### config.mk
export PLATFORM = sky130hd
export DESIGN_NAME = dma_chain_chan
export DESIGN_NICKNAME = d
export VERILOG_FILES = /design/src/rtl/dma_chain_pkg.sv /design/src/rtl/dma_size_dec.sv /design/src/rtl/dma_xfer_ctr.sv /design/src/rtl/dma_chain_chan.sv
export SDC_FILE = /design/constraint.sdc
export NUM_CORES = 1
export LEC_CHECK = 0
export BUFFER_PORTS_ARGS = -buffer_cell sky130_fd_sc_hd__buf_2
export CAP_MARGIN = 20
export CORE_ASPECT_RATIO = 0.5
export CORE_MARGIN = 10
export CORE_UTILIZATION = 55
export DETAILED_ROUTE_END_ITERATION = 10
export PLACE_DENSITY = 0.87
export SLEW_MARGIN = 20
export SYNTH_ARGS = -nofsm -noshare
export SYNTH_HDL_FRONTEND = slang
export SYNTH_SLANG_ARGS = --single-unit
### constraint.sdc
create_clock -name clk -period 2.96 [get_ports clk]
set_input_delay 0.592 -clock clk [delete_from_list [all_inputs] [get_ports clk]]
set_output_delay 0.592 -clock clk [all_outputs]
set_load 0.02 [all_outputs]
### src/rtl/dma_chain_pkg.sv
package dma_chain_pkg;

    typedef enum logic [2:0] {
        S_IDLE,
        S_FETCH,
        S_SETUP,
        S_READ,
        S_WRITE,
        S_END,
        S_FAIL
    } chan_st_t;

    localparam logic [1:0] STAT_IDLE = 2'd0;
    localparam logic [1:0] STAT_DESC = 2'd1;
    localparam logic [1:0] STAT_WAIT = 2'd2;
    localparam logic [1:0] STAT_XFER = 2'd3;

    localparam logic [1:0] WCODE_1B = 2'd3;
    localparam logic [1:0] WCODE_2B = 2'd2;
    localparam logic [1:0] WCODE_4B = 2'd0;

    localparam int LINK_IRQ_BIT    = 0;
    localparam int LINK_FOLLOW_BIT = 1;

endpackage

### src/rtl/dma_size_dec.sv
module dma_size_dec
    import dma_chain_pkg::*;
#(
    parameter int WORD_W     = 32,
    parameter int CNT_W      = 12,
    parameter int MAX_NARROW = 'h3FF,
    parameter int MAX_WIDE   = 'h7FF
) (
    input  logic [WORD_W-1:0] size_word,
    output logic [CNT_W-1:0]  elem_cnt,
    output logic [2:0]        step_bytes,
    output logic [1:0]        size_log2,
    output logic              bad
);
    localparam int WPOS = 12;

    logic [1:0]  wcode;
    logic        rsvd_set;
    logic [CNT_W-1:0] lim;

    assign wcode    = size_word[WPOS+1:WPOS];
    assign elem_cnt = size_word[CNT_W-1:0];
    assign rsvd_set = |size_word[WORD_W-1:WPOS+2];

    always_comb begin
        step_bytes = 3'd4;
        size_log2  = 2'd2;
        lim        = CNT_W'(MAX_WIDE);
        bad        = rsvd_set;
        unique case (wcode)
            WCODE_1B: begin step_bytes = 3'd1; size_log2 = 2'd0; lim = CNT_W'(MAX_NARROW); end
            WCODE_2B: begin step_bytes = 3'd2; size_log2 = 2'd1; lim = CNT_W'(MAX_NARROW); end
            WCODE_4B: begin step_bytes = 3'd4; size_log2 = 2'd2; lim = CNT_W'(MAX_WIDE);   end
            default:  bad = 1'b1;
        endcase
        if (elem_cnt > lim) bad = 1'b1;
    end
endmodule

### src/rtl/dma_xfer_ctr.sv
module dma_xfer_ctr #(
    parameter int ADDR_W = 32,
    parameter int CNT_W  = 12
) (
    input  logic              clk,
    input  logic              rst_n,
    input  logic              load,
    input  logic [ADDR_W-1:0] base,
    input  logic [CNT_W-1:0]  count,
    input  logic              step,
    input  logic [2:0]        inc,
    output logic [ADDR_W-1:0] addr,
    output logic              last,
    output logic              empty
);
    logic [CNT_W-1:0] remain_q;

    always_ff @(posedge clk or negedge rst_n) begin
        if (!rst_n) begin
            addr     <= '0;
            remain_q <= '0;
        end else if (load) begin
            addr     <= base;
            remain_q <= count;
        end else if (step) begin
            addr     <= addr + ADDR_W'(inc);
            remain_q <= remain_q - 1'b1;
        end
    end

    assign last  = (remain_q == CNT_W'(1));
    assign empty = (remain_q == '0);

    AST_NO_LOAD_STEP: assert property (@(posedge clk) disable iff (!rst_n)
        !(load && step));
    AST_STEP_NONEMPTY: assert property (@(posedge clk) disable iff (!rst_n)
        step |-> !empty);
endmodule

### src/rtl/dma_chain_chan.sv
module dma_chain_chan
    import dma_chain_pkg::*;
#(
    parameter int WORD_W = 32,
    parameter int CNT_W  = 12
) (
    input  logic              clk,
    input  logic              rst_n,
    input  logic              start,
    input  logic              sg_mode,
    input  logic              to_dev,
    input  logic [WORD_W-1:0] cfg_dev_addr,
    input  logic [WORD_W-1:0] cfg_mem_addr,
    input  logic [WORD_W-1:0] cfg_size,
    input  logic [WORD_W-1:0] cfg_next,
    output logic [1:0]        chan_status,
    output logic              irq_o,
    output logic              err_o,
    output logic              mem_req,
    output logic              mem_we,
    output logic [WORD_W-1:0] mem_addr,
    output logic [1:0]        mem_size,
    output logic [WORD_W-1:0] mem_wdata,
    input  logic              mem_gnt,
    input  logic [WORD_W-1:0] mem_rdata,
    input  logic              mem_err
);
    localparam int WORDS_PER_DESC = 4;
    localparam int IDX_W = $clog2(WORDS_PER_DESC);

    chan_st_t st_q, st_d;

    logic [WORD_W-1:0] dev_q, base_q, size_q, link_q, ptr_q, data_q;
    logic [IDX_W-1:0]  idx_q;
    logic              sg_q, dir_q, irq_q, err_q;

    logic [CNT_W-1:0]  sz_cnt;
    logic [2:0]        sz_step;
    logic [1:0]        sz_log;
    logic              sz_bad;
    logic [WORD_W-1:0] ctr_addr;
    logic              ctr_last, ctr_empty, ctr_load, ctr_step;
    logic              beat_ok, beat_bad;

    dma_size_dec #(.WORD_W(WORD_W), .CNT_W(CNT_W)) u_dec (
        .size_word (size_q),
        .elem_cnt  (sz_cnt),
        .step_bytes(sz_step),
        .size_log2 (sz_log),
        .bad       (sz_bad)
    );

    dma_xfer_ctr #(.ADDR_W(WORD_W), .CNT_W(CNT_W)) u_ctr (
        .clk  (clk),
        .rst_n(rst_n),
        .load (ctr_load),
        .base (base_q),
        .count(sz_cnt),
        .step (ctr_step),
        .inc  (sz_step),
        .addr (ctr_addr),
        .last (ctr_last),
        .empty(ctr_empty)
    );

    assign beat_ok  = mem_req && mem_gnt && !mem_err;
    assign beat_bad = mem_req && mem_gnt && mem_err;

    // state register
    always_ff @(posedge clk or negedge rst_n) begin
        if (!rst_n) st_q <= S_IDLE;
        else        st_q <= st_d;
    end

    // next state
    always_comb begin
        st_d = st_q;
        unique case (st_q)
            S_IDLE:  if (start) st_d = sg_mode ? S_FETCH : S_SETUP;
            S_FETCH: if (beat_bad) st_d = S_FAIL;
                     else if (beat_ok && idx_q == IDX_W'(WORDS_PER_DESC-1)) st_d = S_SETUP;
            S_SETUP: if (sz_bad) st_d = S_FAIL;
                     else if (sz_cnt == '0) st_d = S_END;
                     else st_d = S_READ;
            S_READ:  if (beat_bad) st_d = S_FAIL;
                     else if (beat_ok) st_d = S_WRITE;
            S_WRITE: if (beat_bad) st_d = S_FAIL;
                     else if (beat_ok) st_d = ctr_last ? S_END : S_READ;
            S_END:   st_d = (sg_q && link_q[LINK_FOLLOW_BIT]) ? S_FETCH : S_IDLE;
            S_FAIL:  st_d = S_IDLE;
            default: st_d = S_IDLE;
        endcase
    end

    // outputs
    always_comb begin
        mem_req     = 1'b0;
        mem_we      = 1'b0;
        mem_addr    = '0;
        mem_size    = sz_log;
        mem_wdata   = data_q;
        chan_status = STAT_WAIT;
        ctr_load    = 1'b0;
        ctr_step    = 1'b0;
        unique case (st_q)
            S_IDLE:  chan_status = STAT_IDLE;
            S_FETCH: begin
                chan_status = STAT_DESC;
                mem_req     = 1'b1;
                mem_addr    = ptr_q + WORD_W'({idx_q, 2'b00});
                mem_size    = 2'd2;
            end
            S_SETUP: ctr_load = !sz_bad;
            S_READ: begin
                chan_status = STAT_XFER;
                mem_req     = 1'b1;
                mem_addr    = dir_q ? ctr_addr : dev_q;
            end
            S_WRITE: begin
                chan_status = STAT_XFER;
                mem_req     = 1'b1;
                mem_we      = 1'b1;
                mem_addr    = dir_q ? dev_q : ctr_addr;
                ctr_step    = beat_ok;
            end
            default: chan_status = STAT_WAIT;
        endcase
    end

    // datapath registers
    always_ff @(posedge clk or negedge rst_n) begin
        if (!rst_n) begin
            dev_q <= '0; base_q <= '0; size_q <= '0; link_q <= '0;
            ptr_q <= '0; data_q <= '0; idx_q <= '0;
            sg_q <= 1'b0; dir_q <= 1'b0; irq_q <= 1'b0; err_q <= 1'b0;
        end else begin
            irq_q <= 1'b0;
            err_q <= 1'b0;
            unique case (st_q)
                S_IDLE: if (start) begin
                    sg_q  <= sg_mode;
                    dir_q <= to_dev;
                    idx_q <= '0;
                    if (sg_mode) begin
                        ptr_q <= {cfg_next[WORD_W-1:2], 2'b00};
                    end else begin
                        dev_q  <= cfg_dev_addr;
                        base_q <= cfg_mem_addr;
                        size_q <= cfg_size;
                        link_q <= cfg_next;
                    end
                end
                S_FETCH: if (beat_ok) begin
                    unique case (idx_q)
                        2'd0:    dev_q  <= mem_rdata;
                        2'd1:    base_q <= mem_rdata;
                        2'd2:    size_q <= mem_rdata;
                        default: link_q <= mem_rdata;
                    endcase
                    idx_q <= idx_q + 1'b1;
                end
                S_READ: if (beat_ok) data_q <= mem_rdata;
                S_END: begin
                    irq_q <= link_q[LINK_IRQ_BIT];
                    idx_q <= '0;
                    ptr_q <= {link_q[WORD_W-1:2], 2'b00};
                end
                S_FAIL: begin
                    irq_q <= 1'b1;
                    err_q <= 1'b1;
                end
                default: ;
            endcase
        end
    end

    assign irq_o = irq_q;
    assign err_o = err_q;

    AST_REQ_HOLD: assert property (@(posedge clk) disable iff (!rst_n)
        (mem_req && !mem_gnt) |=> (mem_req && $stable(mem_addr) && $stable(mem_we)));
    AST_IRQ_ONE_CYCLE: assert property (@(posedge clk) disable iff (!rst_n)
        irq_o |=> !irq_o);
    AST_ERR_WITH_IRQ: assert property (@(posedge clk) disable iff (!rst_n)
        err_o |-> irq_o);
    AST_ABORT_NO_REQ: assert property (@(posedge clk) disable iff (!rst_n)
        (mem_req && mem_gnt && mem_err) |=> !mem_req);
    AST_IDLE_NO_REQ: assert property (@(posedge clk) disable iff (!rst_n)
        (chan_status == STAT_IDLE) |-> !mem_req);
    AST_FETCH_IS_READ: assert property (@(posedge clk) disable iff (!rst_n)
        (chan_status == STAT_DESC) |-> (mem_req && !mem_we));
endmodule

==> results.py <==
metrics = {
    "outcome": {
        "status": "complete, but fails checks",
        "violations": "setup timing",
    },
    "floorplan": {
        "start_util_pct": 56.1,
        "std_cell_rows": 39,
        "io_pins": 239,
        "core-area_sq_um": 22900,
        "die_h_um": 128,
        "die_area_sq_um": 30300,
        "die_w_um": 236,
    },
    "timing": {
        "final.setup.worst_slack_ps": -150,
        "period_minus_slack_ps": 3110,
        "tightest_slew_ps": 694,
        "hold_viol": 0,
        "tns_ps": -718,
        "finalSetupViolCount": 12,
        "slew_headroom_pct": 53.4,
        "fin_crit_sh_pct": 105,
        "skew_ps": 26.1,
        "drv_slew": 0,
        "rsz0062_at_grt": "yes",
        "fmax_mhz": 321,
    },
    "route": {
        "drtAntennaViolNets": 0,
        "drc": 0,
        "vias": 12600,
        "drtIter0Drc": 1579,
        "drt-total-wl_um": 45400,
        "dr.pass1.iters": 6,
        "avgRoutedWirePerCell_um": 23.3,
        "via_per_inst": 6.44,
    },
    "clock_network": {
        "cts_tree": "yes",
        "cts_sinks": 243,
        "insertion_delay_ps": 530,
        "clock_path_buffers": 3,
        "clockRootBuffer": "clkbuf_16",
        "numCtsBuffers": 23,
        "clk_pin_slew_ps": 80,
        "htree_levels": 1,
    },
    "worst_setup_path": {
        "worstPathMaxFanout": 7,
        "arrival_ps": 2520,
        "rr_endpoint": "u_ctr.addr[28]$_DFFE_PN0P_",
        "r2r_start": "size_q[13]$_DFFE_PN0P_",
        "worst-path-buf-inv": 2,
        "ff2ff_setup_slack_ps": 320,
        "crit_start": "idx_q[1]$_DFFE_PN0P_",
        "crit_slowest_cell": "dfrtp_2",
        "path_common_cell": "buf_4",
        "cp-start-kind": "register",
        "path_cells": "ha_4, a21o_1, nand3_4, buf_4, nor4_4, xnor2_1, o22ai_1, buf_4",
        "critPathCaptureType": "primary output",
        "critPathMaxStageDelay_ps": 430,
        "crit_required_ps": 2370,
        "crit_end": "mem_addr[25]",
        "crit_type": "reg -> out",
        "path_delay_family": "compound AO/OA/AOI/OAI gates",
        "rr_worst_depth": 10,
        "cp.depth": 8,
    },
    "yosys": {
        "ys_warn_count": 0,
        "avgSynthCellArea_sq_um": 9.16,
        "syn_inst": 1405,
        "ys_types": 66,
        "syn-cell-area_sq_um": 12900,
        "synth-edff-count": 0,
        "ys.flop_type": "dfrtp_1",
        "syn_nets": 1586,
        "ys_seq_area_share_pct": 47.2,
        "async_flop_share_pct": 100,
        "synth_seq_cells": 243,
    },
    "power": {
        "p_leak_nw": 7.30,
        "power_density_nw_per_um2": 1050,
        "ir_drop_mv": 0.542,
        "power.total_mw": 16.6,
    },
    "global_routing": {
        "grt_max_degree": 61,
        "antenna_found_initial": 7,
        "grt_use_met1_pct": 36.7,
        "grt_overflow": 0,
        "top_usage_layer": "met2",
        "grt_util_met3_pct": 9.88,
        "grt_pass1_wl_um": 67800,
        "grt_pass1_vias": 11900,
        "met2_usage_pct": 42.7,
        "grtUsageTotal_pct": 28.0,
    },
    "layout": {
        "final_common_cell": "dfrtp_1",
        "syn_to_final_growth_pct": 22.1,
        "layout_common_cells": "240 x dfrtp_1, 221 x buf_2, 198 x nand2_1",
        "fin_nets": 1806,
        "drive_gt1_share_pct": 25.9,
    },
    "placed_design": {
        "port-buffer-count": 238,
        "gp_congestion": 0.996,
        "detailed_place_hpwl_um": 33300,
    },
    "run": {
        "drv_cap": 0,
    },
    "hold_path": {
        "hp-class": "in -> reg",
    },
}
==> timing repair <==
action                                 4_1_cts  5_1_grt
setup endpoints to repair                   22       22
pin swaps                                    7       20
hold buffers                                 1        0
gates resized for setup                     38       40
buffers inserted                             9        8
endpoints found under the hold margin       17        0
==> synthesized netlist by cell type, types with 4 or more instances <==
| cell type | instances | share of area (%) |
|---|---|---|
| mux2_2 | 34 | 3.0 |
| and2_1 | 35 | 1.7 |
| buf_2 | 19 | 0.74 |
| and3_1 | 12 | 0.58 |
| a221oi_1 | 61 | 4.1 |
| dfrtp_1 | 243 | 47 |
| nand2_1 | 203 | 5.9 |
| and4_1 | 7 | 0.48 |
| inv_1 | 16 | 0.47 |
| nor2_1 | 55 | 1.6 |
| a21o_1 | 10 | 0.58 |
| o22ai_1 | 29 | 1.4 |
| xor2_1 | 26 | 1.8 |
| o311ai_1 | 4 | 0.27 |
| a221o_1 | 4 | 0.31 |
| nand3_1 | 39 | 1.5 |
| a21oi_1 | 159 | 6.2 |
| o21ai_0 | 149 | 5.8 |
| xnor2_1 | 25 | 1.7 |
| mux2i_1 | 33 | 2.6 |
| nor3_1 | 22 | 0.86 |
| o311a_1 | 4 | 0.31 |
| nor2b_1 | 5 | 0.24 |
| buf_1 | 8 | 0.23 |
| clkbuf_1 | 76 | 2.2 |
| a22o_1 | 4 | 0.27 |
| nor4_1 | 20 | 0.97 |
| o21ai_1 | 16 | 0.62 |
| ha_1 | 12 | 1.2 |
| nand4_1 | 16 | 0.78 |
==> logic make-up after synthesis <==
| kind of cell | count (synthesis) | share of synthesized area, % |
|---|---|---|
| DFF | 243 | 47.2 |
| and+or+nand+nor | 437 | 16.3 |
| xor gates and xnor gates | 51 | 3.47 |
| buffers and inverters | 124 | 3.95 |
| adders and majority gates | 14 | 1.48 |
| AOI/OAI and AO/OA | 469 | 22.0 |
| muxes | 67 | 5.54 |
==> report_power, final <==
group / internal (mW) / leakage [nW] / total, mW / switching (mW)
sequential: 4.73 / 2.94 / 6.15 / 1.42
clock: 1.51 / 0.334 / 2.82 / 1.30
combinational: 2.87 / 4.02 / 7.60 / 4.74
total: 9.11 / 7.30 / 16.6 / 7.46
==> worst min path at each step <==
stage | from | to | slack [ps] | cells after the start
after floorplan | rst_n | base_q[0]$_DFFE_PN0P_ | 300 | 0
after global placement | base_q[26]$_DFFE_PN0P_ | base_q[26]$_DFFE_PN0P_ | 450 | 2
after detailed placement | base_q[24]$_DFFE_PN0P_ | u_ctr.addr[24]$_DFFE_PN0P_ | 470 | 1
after CTS | mem_rdata[30] | mem_wdata[30]$_DFFE_PN0P_ | 310 | 2
after global routing | mem_rdata[20] | mem_wdata[20]$_DFFE_PN0P_ | 320 | 2
final | to_dev | dir_q$_DFFE_PN0P_ | 300 | 3
==> stage by stage <==
| stage | cells | worst slack [ps] | hold WS, ps | instance area, sq um | utilization, % |
|---|---|---|---|---|---|
| floorplan | 1405 | 270 | 296 | 12900 | - |
| global placement | 1889 | 260 | 454 | 14500 | 63.2 |
| detailed placement | 1889 | 190 | 465 | 14500 | 63.2 |
| CTS | 1939 | -18.1 | 306 | 15400 | 67.3 |
| global route | 1951 | -188 | 315 | 15700 | 68.5 |
| finish | 1953 | -150 | 301 | 15700 | 68.5 |
==> state kept, by name (all words and copies together) (netlist names) <==
register	cells
size_q	32
link_q	32
idx_q	2
u_ctr.remain_q	12
ptr_q	30
st_q	3
dir_q	1
u_ctr.addr	32
dev_q	32
irq_o	1
base_q	32
mem_wdata	32
err_o	1
sg_q	1
==> worst min-delay path, cell delays in order <==
cell and delay, ps:
buf_2 90, nand2_1 40, o21ai_0 70
==> final cells by class <==
| class | instances | area, sq um |
|---|---|---|
| Sequential cell | 243 | 6080 |
| Tap cell | 307 | 384 |
| Clock inverter | 6 | 36.3 |
| Multi-Input combinational cell | 1038 | 6620 |
| Inverter | 18 | 67.6 |
| Clock buffer | 34 | 647 |
| Antenna cell | 6 | 15.0 |
| Timing Repair Buffer | 301 | 1860 |
| Fill cell | 1718 | 7220 |
==> metal layers <==
metal	wire length [um]	vias up
li1	-	5538
met1	17300	6049
met2	20200	842
met3	6350	139
met4	1530	2
met5	7	-
Note: power is estimated with default switching activity, not from simulation.
